## config.mk

```make
export PLATFORM = sky130hd
export DESIGN_NAME = bus_xcvr4
export DESIGN_NICKNAME = d
export VERILOG_FILES = /design/src/rtl/bus_xcvr_pkg.sv /design/src/rtl/xcvr_dir_ctl.sv /design/src/rtl/xcvr_datapath.sv /design/src/rtl/xcvr_addr_cmp.sv /design/src/rtl/bus_xcvr4.sv
export SDC_FILE = /design/constraint.sdc
export NUM_CORES = 1
export LEC_CHECK = 0
export ABC_AREA = 1
export BUFFER_PORTS_ARGS = -buffer_cell sky130_fd_sc_hd__buf_2
export CAP_MARGIN = 30
export CORE_MARGIN = 5
export CORE_UTILIZATION = 42
export DETAILED_ROUTE_END_ITERATION = 10
export PLACE_DENSITY_LB_ADDON = 0.1
export SYNTH_ARGS = -nofsm -noshare
export SYNTH_HDL_FRONTEND = slang
export SYNTH_SLANG_ARGS = --single-unit
```

## constraint.sdc

```tcl
create_clock -name clk_i -period 1.4 [get_ports clk_i]
set_input_delay 0.28 -clock clk_i [delete_from_list [all_inputs] [get_ports clk_i]]
set_output_delay 0.28 -clock clk_i [all_outputs]
set_load 0.005 [all_outputs]
```

## src/rtl/bus_xcvr_pkg.sv

```systemverilog
package bus_xcvr_pkg;
  typedef enum logic [1:0] {
    XM_OFF = 2'd0,
    XM_TX  = 2'd1,
    XM_RX  = 2'd2
  } xmode_e;

  localparam logic [1:0] AJ_ONE  = 2'b00;
  localparam logic [1:0] AJ_ZERO = 2'b01;
endpackage

```

## src/rtl/xcvr_dir_ctl.sv

```systemverilog
module xcvr_dir_ctl
  import bus_xcvr_pkg::*;
#(
  parameter int TURN_CYC = 4,
  localparam int CW = $clog2(TURN_CYC + 1)
) (
  input  logic clk_i,
  input  logic rst_ni,
  input  logic rx_en_i,
  input  logic tx_en_i,
  output logic tx_on_o,
  output logic rx_on_o
);
  xmode_e req, req_q, gnt_q;
  logic [CW-1:0] cnt_q;

  // receive wins when both controls are set
  always_comb begin
    if (rx_en_i)      req = XM_RX;
    else if (tx_en_i) req = XM_TX;
    else              req = XM_OFF;
  end

  always_ff @(posedge clk_i or negedge rst_ni) begin
    if (!rst_ni) begin
      req_q <= XM_OFF;
      gnt_q <= XM_OFF;
      cnt_q <= '0;
    end else if (req != req_q) begin
      req_q <= req;
      gnt_q <= XM_OFF;
      cnt_q <= CW'(TURN_CYC);
    end else if (gnt_q != req_q) begin
      if (cnt_q > CW'(1)) begin
        cnt_q <= cnt_q - CW'(1);
      end else begin
        cnt_q <= '0;
        gnt_q <= req_q;
      end
    end
  end

  // a stale grant is masked by the live request: old drivers drop at once
  assign tx_on_o = (gnt_q == XM_TX) && (req == XM_TX);
  assign rx_on_o = (gnt_q == XM_RX) && (req == XM_RX);
endmodule

```

## src/rtl/xcvr_datapath.sv

```systemverilog
module xcvr_datapath #(
  parameter int DW = 4,
  parameter int VW = 3,
  localparam int VLSB = DW - VW
) (
  input  logic          tx_on_i,
  input  logic          rx_on_i,
  input  logic [DW-1:0] bus_in_ni,
  input  logic [DW-1:0] dev_in_i,
  input  logic [VW-1:0] vec_jmp_i,
  output logic [DW-1:0] bus_drv_lo_o,
  output logic [DW-1:0] dev_out_o,
  output logic          dev_oe_o
);
  for (genvar i = 0; i < DW; i++) begin : g_bit
    logic vec_hit;
    if (i >= VLSB) begin : g_vec
      assign vec_hit = vec_jmp_i[i-VLSB];
    end else begin : g_novec
      assign vec_hit = 1'b0;
    end
    assign bus_drv_lo_o[i] = (tx_on_i & dev_in_i[i]) | vec_hit;
    assign dev_out_o[i]    = rx_on_i & ~bus_in_ni[i];
  end

  assign dev_oe_o = rx_on_i;
endmodule

```

## src/rtl/xcvr_addr_cmp.sv

```systemverilog
module xcvr_addr_cmp
  import bus_xcvr_pkg::*;
#(
  parameter int AW = 3
) (
  input  logic [AW-1:0]   bus_sl_ni,
  input  logic [2*AW-1:0] adr_jmp_i,
  input  logic            match_en_ni,
  output logic            match_rel_o
);
  logic [AW-1:0] bit_ok;

  for (genvar k = 0; k < AW; k++) begin : g_cmp
    logic       lv;
    logic [1:0] code;
    assign lv        = ~bus_sl_ni[k];
    assign code      = adr_jmp_i[2*k+1 -: 2];
    assign bit_ok[k] = code[1] | ((code == AJ_ZERO) ? ~lv : (code == AJ_ONE) & lv);
  end

  assign match_rel_o = ~match_en_ni & (&bit_ok);
endmodule

```

## src/rtl/bus_xcvr4.sv

```systemverilog
module bus_xcvr4 #(
  parameter int DW       = 4,
  parameter int VW       = 3,
  parameter int AW       = 3,
  parameter int TURN_CYC = 4,
  localparam int ALSB    = DW - AW
) (
  input  logic          clk_i,
  input  logic          rst_ni,
  input  logic          rx_en_i,
  input  logic          tx_en_i,
  input  logic [DW-1:0] bus_in_ni,
  output logic [DW-1:0] bus_drv_lo_o,
  input  logic [DW-1:0] dev_in_i,
  output logic [DW-1:0] dev_out_o,
  output logic          dev_oe_o,
  input  logic [VW-1:0] vec_jmp_i,
  input  logic [2*AW-1:0] adr_jmp_i,
  input  logic          match_en_ni,
  output logic          match_rel_o
);
  logic tx_on, rx_on;

  xcvr_dir_ctl #(.TURN_CYC(TURN_CYC)) u_dir (
    .clk_i   (clk_i),
    .rst_ni  (rst_ni),
    .rx_en_i (rx_en_i),
    .tx_en_i (tx_en_i),
    .tx_on_o (tx_on),
    .rx_on_o (rx_on)
  );

  xcvr_datapath #(.DW(DW), .VW(VW)) u_dp (
    .tx_on_i      (tx_on),
    .rx_on_i      (rx_on),
    .bus_in_ni    (bus_in_ni),
    .dev_in_i     (dev_in_i),
    .vec_jmp_i    (vec_jmp_i),
    .bus_drv_lo_o (bus_drv_lo_o),
    .dev_out_o    (dev_out_o),
    .dev_oe_o     (dev_oe_o)
  );

  xcvr_addr_cmp #(.AW(AW)) u_cmp (
    .bus_sl_ni   (bus_in_ni[DW-1:ALSB]),
    .adr_jmp_i   (adr_jmp_i),
    .match_en_ni (match_en_ni),
    .match_rel_o (match_rel_o)
  );
endmodule

```

# Word-level counts from Yosys, hierarchy flattened
# Cells that the tools add are included.
# op_classes
add_sub_neg,1
magnitude_cmp,1
n_eq_ne,10
n_mux,11
bitwise_logic,23
n_reduce_logical,8
# ops
op,n
bitwise AND 1 bit,12
"equality test 2 x 1 -> 1 bit, second input constant",5
two-way mux 3 bit,3
two-way mux 2 bit,4
logical NOT 2 bit,3
bitwise OR 1 bit,6
NOT 1 bit,5
"equality test 2 bit, second input constant",2
two-way mux 1 bit,4
inequality test 2 bit,2
"greater-than comparator 3 x 1 -> 1 bit, second input constant",1
AND reduction 3 bit,1
"subtractor 3 x 1 -> 3 bit, second input constant",1
logical AND 1 bit,2
"inequality test 2 x 1 -> 1 bit, second input constant",1
AND reduction 2 bit,1
nonzero test 2 bit,1
# totals
register_bits,7
inputBits,22
output_inout_bits,10
elab_cells,57

# Depth between registers and ports, before layout
# logic_depth
depth_word,6
depth_mapped,8
depth_no_buf,8

# By module
# A second synthesis with hierarchy kept.
# hier_totals
cells_unflattened,100
area_unflattened_um2,623.1
# modules_own_cells
mod,n_inst,cells_each,area_per_inst_um2,seq_area_each_um2
xcvr_dir_ctl,1,61,464.2,175.2
xcvr_addr_cmp,1,22,91.3,0.0
xcvr_datapath,1,17,67.6,0.0

# Least setup slack after synthesis
# No wires, ideal clock.
# synth_path
path_kind,register -> output
startpoint,reg u_dir.gnt_q[0]
endpoint,out dev_out_o[0]
t_arrival_ns,0.903
required_ns,1.120
setup_slack_ns,0.217
stages_incl_launch_ff,4
n_path_buf,0
cell_sequence,dfrtp_1 nor3_1 inv_1 nor2_1
# synth_between
elab_chain_len,3
# synth_rtl
item,line_no,text
"start, declared",xcvr_dir_ctl.sv:14,"xmode_e req, req_q, gnt_q;"
"start signal, assigned",xcvr_dir_ctl.sv:38,gnt_q <= req_q;
equality test 2 bit,xcvr_dir_ctl.sv:45,assign rx_on_o = (gnt_q == XM_RX) && (req == XM_RX);
logical AND 1 bit,xcvr_dir_ctl.sv:45,
net dev_oe_o,bus_xcvr4.sv:16,"output logic dev_oe_o,"
bitwise AND 1 bit,xcvr_datapath.sv:23,assign dev_out_o[i] = rx_on_i & ~bus_in_ni[i];
"end, declared",bus_xcvr4.sv:15,"output logic [DW-1:0] dev_out_o,"
# The timed path passes the listed nets, and every way through them passes these cells.

# Final worst setup path
# layout_path
startpoint,reg u_dir.gnt_q[0]
endpoint,out dev_out_o[2]
# layout_between
elab_chain_len,3
# layout_rtl
item,line_no
equality test 2 bit,xcvr_dir_ctl.sv:45
logical AND 1 bit,xcvr_dir_ctl.sv:45
bitwise AND 1 bit,xcvr_datapath.sv:23
# Every way passes these cells.

==> results.sh <==
export IMPL_crit_buf_inv=2
export IMPL_yosysWarnings=0
export IMPL_period_minus_slack_ps=1410
export IMPL_grt_max_degree=8
export IMPL_route_met2_wl_um=606
export IMPL_grt_setup_unrepaired="true"
export IMPL_syn_area_um2=581
export IMPL_setup_viol=4
export IMPL_netSwitchingFraction_pct=35.6
export IMPL_path_cells="nor3_4 -> inv_2 -> nor2_1 -> buf_2"
export IMPL_wl_um=1320
export IMPL_grt_pass1_wl_um=2040
export IMPL_cts_tree="built"
export IMPL_avgSynthCellArea_um2=7.17
export IMPL_post_dp_hpwl_um=1090
export IMPL_path_clk_slew_ps=50
export IMPL_core_rowCount=13
export IMPL_slew_viol_final=0
export IMPL_ant_nets=0
export IMPL_failed_checks="negative setup slack"
export IMPL_crit_required_ps=1120
export IMPL_irDropWorstVdd_mv=0.601
export IMPL_drt_iter0_markers=8
export IMPL_topRoutingLayerUsed="met3"
export IMPL_pwr_share_seq_pct=34.8
export IMPL_avgViaCountPerCell=4.62
export IMPL_cp_end_kind="output pin"
export IMPL_finalHoldViolations=0
export IMPL_worst_pin_slew_ps=229
export IMPL_dr_wl_met3_um=158
export IMPL_pwr_density_cell_nw_per_um2=859
export IMPL_gp_congestion=0.752
export IMPL_clkPwrFrac_pct=23.5
export IMPL_cts_made_buffers=3
export IMPL_clkLatencyLatePin_ps=240
export IMPL_nFillCells=122
export IMPL_grt_pass1_vias=545
export IMPL_cts_max_level=1
export IMPL_reg2reg_slack_ps=140
export IMPL_root_buffer="clkbuf_4"
export IMPL_path_depth=4
export IMPL_syn_inst=81
export IMPL_dieArea_um2=2230
export IMPL_post_place_ws_ps=67.9
export IMPL_r2r_start="u_dir.gnt_q[0]$_DFFE_PN0P_"
export IMPL_areaGrowthSynthToFinish_pct=46.8
export IMPL_synth_distinct_cells=20
export IMPL_final_cell_mix="buf_2 (30), nand2_1 (14), inv_1 (9), nor2_1 (8)"
export IMPL_combPwrFrac_pct=41.7
export IMPL_fin_hold_ws_ps=225
export IMPL_timing_rr_end="u_dir.gnt_q[0]$_DFFE_PN0P_"
export IMPL_io_pins=32
export IMPL_synth_nets=105
export IMPL_holdCritPathClass="input port to flip-flop"
export IMPL_drc=0
export IMPL_critPathSlowestCell="dfrtp_2"
export IMPL_fp_dieW_um=47.2
export IMPL_slowest_delay_ps=430
export IMPL_nets=145
export IMPL_final_common_cell="buf_2"
export IMPL_vias=624
export IMPL_fin_ws_ps=-10.8
export IMPL_internal_power_uw=471
export IMPL_min_period_over_period_pct=101
export IMPL_fin_skew_ps=1.08
export IMPL_portBuffers=31
export IMPL_hold_depth=1
export IMPL_diodes=0
export IMPL_cp_max_fo=4
export IMPL_clock_path_buffers=2
export IMPL_met1Wirelength_um=557
export IMPL_die_h_um=47.2
export IMPL_cp_data_arrival_time_ps=1130
export IMPL_start_kind="flip-flop"
export IMPL_core_area_um2=1300
export IMPL_overflow=0
export IMPL_relSlewSlack_pct=84.7
export IMPL_reg2reg_depth=6
export IMPL_status="finished, violations left"
export IMPL_ys_seq_area_share_pct=30.2
export IMPL_whs_endpoint="u_dir.req_q[1]$_DFFE_PN0P_"
export IMPL_drive_gt1_share_pct=47.5
export IMPL_path_delay_family="flip-flops"
export IMPL_antenna_found_initial=0
export IMPL_initial_utilization_pct=44.6
export IMPL_placed_area_um2=751
export IMPL_hold_start="rx_en_i"
export IMPL_firstDrtPassIters=4
export IMPL_final_cell_area_um2=852
export IMPL_grt_use_total_pct=12.9
export IMPL_p_leak_nw=0.477
export IMPL_clock_sinks=7
export IMPL_power_switching_uw=261
export IMPL_drv_cap=0
export IMPL_utilization_pct=65.5
export IMPL_wl_per_cell_um=9.79
export IMPL_fmax_mhz=709
export IMPL_critPathKind="flip-flop to output pin"
export IMPL_ys_ff_latch=7
[worst reg2reg max path, cell delays in order (launching register included)]
cell	delay, ps
dfrtp_2	430
buf_4	150
xnor2_1	160
nand2_2	120
a21oi_1	190
nand2_1	80
nand2_1	60
[logic make-up after synthesis]
kind of cell	Yosys count	share of synthesized area (%)
buffers and inverters	15	9.70
DFF	7	30.2
adders and majority gates	2	4.31
xor gates and xnor gates	6	9.05
AOI/OAI and AO/OA	10	11.2
and+or+nand+nor	41	35.6
[cell usage after synthesis, drive strengths merged]
cell,n,area share [%]
inv,14,9.1
a21oi,2,1.7
nor2,9,7.1
xor2,2,3.0
nor3,2,1.7
nand2,21,17
nand4,3,3.2
dfrtp,7,30
xnor2,4,6.0
o21ai,5,5.6
o21bai,3,3.9
ha,2,4.3
clkbuf,1,0.65
nand3,6,6.0
[timing repair]
| action | in CTS | in global routing |
|---|---|---|
| hold endpoints to repair | 7 | 0 |
| pin swaps | 2 | 5 |
| hold buffers | 1 | 0 |
| setup endpoints to repair | 8 | 9 |
| gates resized for setup | 4 | 7 |
| setup buffers | 3 | 1 |
[area by class of cell]
cell class | instances | area (µm²) | share of cell area (%)
multi-input cells | 59 | 373 | 43.8
repair buffers | 36 | 205 | 24.1
flip-flops and latches | 7 | 176 | 20.7
inverters | 14 | 52.6 | 6.17
clock buffers | 4 | 26.3 | 3.08
well taps | 15 | 18.8 | 2.20
[sequential cells by signal (all words and copies together) (netlist names)]
register and count:
u_dir.req_q 2, u_dir.cnt_q 3, u_dir.gnt_q 2
[through the flow]
stage / instances / setup TNS, ps / power [mW]
global placement: 126 / 0 / 0.534
detailed placement: 126 / 0 / 0.540
floorplan: 81 / 0 / 0.460
finish: 135 / -31.1 / 0.732
CTS: 134 / -31.4 / 0.734
global route: 135 / -449 / 0.816
[how the worst max path moves through the flow]
stage          slack [ps]                        from               to
6_report              -10  u_dir.gnt_q[0]$_DFFE_PN0P_     dev_out_o[2]
3_3_place_gp          110                     rx_en_i  bus_drv_lo_o[3]
5_1_grt               -80  u_dir.gnt_q[1]$_DFFE_PN0P_  bus_drv_lo_o[2]
2_1_floorplan         220  u_dir.gnt_q[0]$_DFFE_PN0P_     dev_out_o[0]
3_5_place_dp           70                     rx_en_i  bus_drv_lo_o[2]
4_1_cts               -20  u_dir.gnt_q[1]$_DFFE_PN0P_     dev_out_o[1]
[power groups by stage]
stage               logic (mW)  clock network (mW)  registers (mW)
global placement         0.277                   0           0.257
detailed placement       0.283                   0           0.257
floorplan                0.207                   0           0.253
global route             0.357               0.200           0.259
CTS                      0.297               0.183           0.253
finish                   0.305               0.172           0.254
[routing by layer]
layer	GRT usage (%)	vias to the layer above
li1	-	335
met1	15.0	266
met2	22.0	23
met3	2.68	0
met4	6.63	0
met5	0	-
Power figures use the tool's default switching activity.
